$ cat src/rtl/offset_null_ctrl.sv
module offset_null_ctrl #(
  parameter int CODE_W   = 7,
  parameter int STEP_LIM = 60,
  parameter int DIV_W    = 10
) (
  input  logic                     clk,
  input  logic                     rst_n,
  input  logic [1:0]               rate_sel,
  input  logic                     cmp_in,
  output logic                     cmp_q,
  output logic signed [CODE_W-1:0] corr_code,
  output logic                     sample_stb
);

  localparam logic signed [CODE_W-1:0] POS_LIM = CODE_W'(STEP_LIM);
  localparam logic signed [CODE_W-1:0] NEG_LIM = -POS_LIM;

  logic             fast_q;
  logic [2:0]       code_q, code_d;
  logic [DIV_W-1:0] cnt_q;
  logic             tick;

  function automatic logic [2:0] sel_code(input logic [1:0] s);
    case (s)
      2'b11:   return 3'd1;
      2'b10:   return 3'd2;
      2'b01:   return 3'd3;
      default: return 3'd4;
    endcase
  endfunction

  function automatic logic [DIV_W-1:0] div_last(input logic [2:0] c);
    case (c)
      3'd0:    return '0;
      3'd1:    return DIV_W'(3);
      3'd2:    return DIV_W'(15);
      3'd3:    return DIV_W'(127);
      default: return DIV_W'(1023);
    endcase
  endfunction

  assign code_d = fast_q ? 3'd0 : sel_code(rate_sel);
  assign tick   = (code_d == code_q) && (cnt_q == div_last(code_q));

  always_ff @(posedge clk or negedge rst_n) begin
    if (!rst_n) begin
      fast_q     <= 1'b1;
      code_q     <= 3'd0;
      cnt_q      <= '0;
      cmp_q      <= 1'b0;
      corr_code  <= '0;
      sample_stb <= 1'b0;
    end else begin
      sample_stb <= tick;
      if (code_d != code_q) begin
        code_q <= code_d;
        cnt_q  <= '0;
      end else if (tick) begin
        cnt_q <= '0;
      end else begin
        cnt_q <= cnt_q + 1'b1;
      end
      if (tick) begin
        cmp_q <= cmp_in;
        if (cmp_in != cmp_q) fast_q <= 1'b0;
        if (cmp_in) begin
          if (corr_code != NEG_LIM) corr_code <= corr_code - 1'b1;
        end else begin
          if (corr_code != POS_LIM) corr_code <= corr_code + 1'b1;
        end
      end
    end
  end

endmodule

$ cat config.mk
export PLATFORM = sky130hd
export DESIGN_NAME = offset_null_ctrl
export DESIGN_NICKNAME = d
export VERILOG_FILES = /design/src/rtl/offset_null_ctrl.sv
export SDC_FILE = /design/constraint.sdc
export NUM_CORES = 1
export LEC_CHECK = 0
export BUFFER_PORTS_ARGS = -buffer_cell sky130_fd_sc_hd__buf_2
export CAP_MARGIN = 20
export CORE_MARGIN = 4
export CORE_UTILIZATION = 52
export DETAILED_ROUTE_END_ITERATION = 8
export GPL_TIMING_DRIVEN = 0
export HOLD_SLACK_MARGIN = 0.05
export PLACE_DENSITY = 0.74
export SETUP_SLACK_MARGIN = 0.1
export SLEW_MARGIN = 10
export SYNTH_ARGS = -nofsm -noshare
export SYNTH_HDL_FRONTEND = slang
export SYNTH_SLANG_ARGS = --single-unit
$ cat constraint.sdc
create_clock -name clk -period 2 [get_ports clk]
set_clock_uncertainty 0.15 [all_clocks]
set_input_delay 0.4 -clock clk [delete_from_list [all_inputs] [get_ports clk]]
set_output_delay 0.4 -clock clk [all_outputs]
set_load 0.1 [all_outputs]
### After elaboration in Yosys (flattened, before gate mapping)

Index checks and enable logic that the tools add are counted.

| operators by class | value |
|---|---|
| order comparisons | 0 |
| shifts and indexed selects | 0 |
| bitwise logic cells | 0 |
| multiply operators | 0 |
| reductions and logical operators | 5 |
| eq/ne operators | 13 |
| div/mod/pow operators | 0 |
| add/subtract/negate cells | 3 |
| mux-type cells | 8 |

Operators with widths:

| cell | number |
|---|---|
| $pmux 10 s4 | 1 |
| $mux 7 | 3 |
| $mux 10 | 2 |
| $ne 7x7->1 const B | 2 |
| $add 10x1->10 const B | 1 |
| $eq 10x10->1 | 1 |
| $pmux 3 s3 | 1 |
| $add 7x1->7 const B | 1 |
| $sub 7x1->7 const B | 1 |
| $eq 3x2->1 const B | 2 |
| $eq 2x2->1 const B | 2 |
| $eq 3x1->1 const B | 1 |
| $eq 3x3->1 | 1 |
| $logic_not 3->1 | 1 |
| $mux 3 | 1 |
| $ne 3x3->1 | 1 |
| $reduce_and 3->1 | 1 |
| $eq 2x1->1 const B | 1 |
| $ne 2x1->1 const B | 1 |
| $reduce_and 2->1 | 1 |
| $reduce_bool 2->1 | 1 |
| $logic_and 1x1->1 | 1 |
| $ne 1x1->1 | 1 |

| storage, ports and cells | value |
|---|---|
| memories kept | 0 |
| RAM bits | 0 |
| bits in read-only memories | 0 |
| bits of input ports | 5 |
| logic and storage cells | 35 |
| latch bits | 0 |
| flip-flop bits (word level) | 23 |

### Logic depth before layout (Yosys ltp)

| logic depth | value |
|---|---|
| word-level depth | 7 |
| gate-level depth with buffers | 9 |
| depth with buffers taken out | 8 |

### Least setup slack after synthesis

Ideal clock, no wire load.

| path | value |
|---|---|
| path type | reg2reg |
| start | register corr_code[0] |
| end | register corr_code[6] |
| path slack | -0.557 ns |
| path buffers | 0 |
| required time | 1.691 ns |
| arrival | 2.248 ns |
| stages on the path, launching flop included | 9 |
| cell sequence | dfrtp_1 inv_1 fa_1 nor2b_1 o2111ai_1 nand3_1 or3_1 nand4_1 xnor2_1 |

| between the ends | value |
|---|---|
| word-level cells in the longest chain between the ends | 3 |

RTL lines:

| what | line | source |
|---|---|---|
| start, declared | 11 | `output logic signed [CODE_W-1:0] corr_code,` |
| start signal, assigned | 67 | `if (corr_code != NEG_LIM) corr_code <= corr_code - 1'b1;` |
| start signal, assigned | 69 | `if (corr_code != POS_LIM) corr_code <= corr_code + 1'b1;` |
| $add 7x1->7, or another cell as far along | 69 |  |
| $mux 7, or another cell as far along | 69 |  |
| $mux 7 or $reduce_and 3->1 (tied branches) | - |  |

Several ways; a longest one is shown, not always the timed one. The select of a mux whose other input is x is not followed.
A chain may end at the register's enable or synchronous reset.

### Worst setup path in the final report

| path | value |
|---|---|
| start | register code_q[0] |
| end | register corr_code[4] |

| between the ends | value |
|---|---|
| word-level cells in the longest chain between the ends | 5 |

RTL lines:

| what | line | source |
|---|---|---|
| start, declared | 19 | `logic [2:0] code_q, code_d;` |
| start signal, assigned | 56 | `code_q <= code_d;` |
| $eq 3x2->1, or another cell as far along | 33 | `case (c)` |
| $pmux 10 s4 | 33 |  |
| $eq 10x10->1 | 43 | `assign tick = (code_d == code_q) && (cnt_q == div_last(code_q));` |
| $logic_and 1x1->1 * | 43 |  |
| via tick | 21 | `logic tick;` |
| $reduce_and 3->1 (no line) * | - |  |

Mark *: on every way through the listed nets, which the timed path passes. The rest lies on a longest branch.

==> run summary <==
Area of the die: 3620 µm²
Worst max-slew margin expressed relative to the limit: 66.6%
Internal power consumption: 0.000864 W
Remaining global-route overflow: 0
Netlist cell types: 42
PortBufs: 13
Floorplan row count: 18
EDFF count, synth: 0
H-tree levels: 1
# Max-Cap Violations: 0
Data arrival time of the critical path: 2.14 ns
Relative area change from synthesis to final layout: 21.9%
Maximum fanout encountered on the critical timing path: 5
GRT Resource Usage Total: 17.7%
Endpoint of the most critical setup path: corr_code[4]$_DFFE_PN0P_
Leakage: 0.748 nW
Actual slew at the worst max-slew pin: 0.502 ns
Vias in the first global route: 1075
Cell taking the most area after synthesis: dfrtp_1
Share of power burned in combinational logic: 49.3%
Standard cell area after detailed placement: 1600 µm²
Routed via count: 1049
Final-stage net count: 173
Total of flip-flops plus latches after synthesis: 23
Number of antenna repair diodes: 0
Drc violations: 0
Most common flop cell mapped by yosys: dfrtp_1
Metal-1 WL: 1.17 mm
First DRT Iteration DRCs: 48
Worst Setup Slack, final: -0.0898 ns
DR pass1 iterations: 4
Register share of total power: 37.6%
Largest net degree at the start of global routing: 24
Power per cell area: 951 nW/µm²
Capture point of the worst reg-to-reg path: corr_code[4]$_DFFE_PN0P_
P_sw: 0.000776 W
Hold Violations, Final: 0
Top cell types by occurrence after synthesis: 22 x dfrtp_1, 15 x nor2_1, 9 x ha_1
Yosys warns: 0
Post-route standard cell area excluding fillers: 1720 µm²
Synth area leaders: dfrtp_1 39%, ha_1 8.0%, xnor2_1 5.0%, xor2_1 5.0%, mux2_4 4.2%
Proportion of power drawn by the clock network: 13.1%
Worst-case register-to-register setup slack: -0.09 ns
Data required time of the critical path: 2.05 ns
Via-to-Cell Ratio: 5.61
Startpoint kind of the worst setup timing path: flip-flop
Antenna violations before repair: 0
Final Hold Slack: 0.352 ns
Number of endpoints failing setup at the final stage: 7
Uppermost routed layer: met4
Floorplan die width: 60.1 µm
Total wire length: 2.71 mm
Number of buffers on the longest clock path: 2
Maximum vdd drop: 0.981 mV
Mapped cell area: 1410 µm²
RSZ-0062 raised after global routing: true
Number of routed nets with antenna violations: 0
Wire per inst: 14.5 µm
Leading cell type by number of instances after synthesis: dfrtp_1
Final Wtd Congestion: 0.761
Placeable Area: 2540 µm²
Amount of wire on met3 after detailed routing: 46 µm
Mean instance size in the synthesized netlist: 10.6 µm²
Type of the worst setup path: flip-flop to flip-flop
Proportion of netlist area held by the largest area contributor: 38.9%
Tcrit/Tclk final: 104%
Violations in the final reports: negative setup slack
Fraction of power spent switching nets: 47.3%
Post-layout total power: 0.00164 W
Async set-or-reset flop fraction in the synthesized netlist: 100%
Startpoint of the worst setup timing path: code_q[0]$_DFFE_PN0N_
CP endpoint kind: flip-flop
Reg2Reg Launch Point: code_q[0]$_DFFE_PN0N_
Post-synthesis sequential area ratio: 40.8%
Wire length of the first global-routing pass: 4.91 mm
Starting density of the core: 55.6%
F_max: 0.479 GHz
Filler cell count: 191
Skew-Pair Late Insertion Delay: 0.31 ns
Logic depth of the worst register-to-register path: 7
Dpl hpwl: 2.03 mm
Ports: 14
Hold path startpoint: cnt_q[0]$_DFF_PN0_
Clock Pin Slew Worst Setup and Hold Paths: 0.13 ns
Metal2 WL: 1.47 mm
Final Critical Period: 2.09 ns
Status: finished with violations
Number of sinks handled by clock tree synthesis: 23
Synthesized netlist cell count: 134
Clock tree from TritonCTS: yes
Overall die height: 60.1 µm
Clock tree root driver cell: clkbuf_4
Number of buffers added by the clock tree synthesis step: 3
Layout cells sized above 1: 39.5%
Pins Over Slew Limit: 0
Class of the tightest hold or removal check: flip-flop to flip-flop
Number of nets produced by synthesis: 149
[timing repair]
action | in CTS | in global routing
hold endpoints to repair | 22 | 0
setup buffers | 4 | 2
hold buffers | 1 | 0
gates resized for setup | 4 | 10
pin swaps | 3 | 3
setup endpoints to repair | 8 | 20
[cell families after synthesis]
kind of cell,Yosys count,share of synthesized area (%)
AOI/OAI and AO/OA,16,6.99
xor gates and xnor gates,16,9.91
adders and majority gates,10,9.38
buffers and inverters,11,4.60
DFF,23,40.8
muxes,8,7.17
and+or+nand+nor,50,21.2
[layer usage]
layer / vias to the layer above / track usage (%)
li1: 511 / -
met3: 2 / 1.94
met2: 15 / 31.8
met1: 521 / 22.2
met5: - / 0
met4: 0 / 4.75
[state kept, by name (all words and copies together), names as in the netlist]
| name | count |
|---|---|
| cmp_q | 1 |
| corr_code | 7 |
| code_q | 3 |
| fast_q | 1 |
| cnt_q | 10 |
| sample_stb | 1 |
[worst min-delay path by stage]
stage                                  to  slack (ns)  cells past startpoint
global placement    code_q[2]$_DFFE_PN0N_        0.25                      1
detailed placement     cnt_q[8]$_DFF_PN0_        0.26                      1
floorplan               cmp_q$_DFFE_PN0P_       -0.05                      0
finish                 cnt_q[0]$_DFF_PN0_        0.35                      1
global route           cnt_q[0]$_DFF_PN0_        0.38                      1
CTS                    cnt_q[0]$_DFF_PN0_        0.35                      1
[worst max-delay path: stages (launching register included)]
cell and delay (ns):
dfrtp_1 0.46, nor3_4 0.21, mux2i_1 0.10, nor4_2 0.29
nor2b_4 0.21, and2_4 0.16, buf_12 0.11, mux2_4 0.29
[cell type report]
cell class | instances | area, µm² | area share (%)
plain buffers | 2 | 31.3 | 1.81
clock buffers | 4 | 26.3 | 1.52
inverters | 8 | 45.0 | 2.61
multi-input cells | 100 | 858 | 49.8
flip-flops and latches | 23 | 602 | 34.9
well taps | 30 | 37.5 | 2.18
repair buffers | 20 | 124 | 7.18
[power by group through the flow]
| stage | combinational, W | clock (W) | sequential (W) |
|---|---|---|---|
| 4_1_cts | 0.000808 | 0.000225 | 0.000613 |
| 6_report | 0.000809 | 0.000215 | 0.000616 |
| 5_1_grt | 0.000868 | 0.000240 | 0.000627 |
| 3_5_place_dp | 0.000807 | 0 | 0.000621 |
| 3_3_place_gp | 0.000779 | 0 | 0.000616 |
| 2_1_floorplan | 0.000324 | 0 | 0.000958 |
[stage by stage]
step                      TNS, ns  setup WS (ns)  cells  util [%]
final                      -0.429        -0.0898    187      67.7
after global routing        -1.69         -0.244    187      67.7
after CTS                   -1.18         -0.191    186      65.8
after detailed placement    -4.18         -0.391    177      62.8
after global placement      -2.96         -0.316    177      62.8
after floorplan            -0.250        -0.0579    134         -
[cell usage in the layout (no fill, tap or decap), drive strengths merged, types with 2 or more instances in the layout]
cell,instances
and2,2
a21oi,5
and4,2
xnor2,8
o21ai,4
xor2,8
nand2,5
inv,8
mux2,5
nor2,15
nand4,2
dfrtp,22
o2111ai,2
nand3,5
clkbuf,4
nor3,3
nor4,3
and3,2
mux2i,3
buf,21
nor2b,4
ha,9
or3,2
Power figures use the tool's default switching activity.
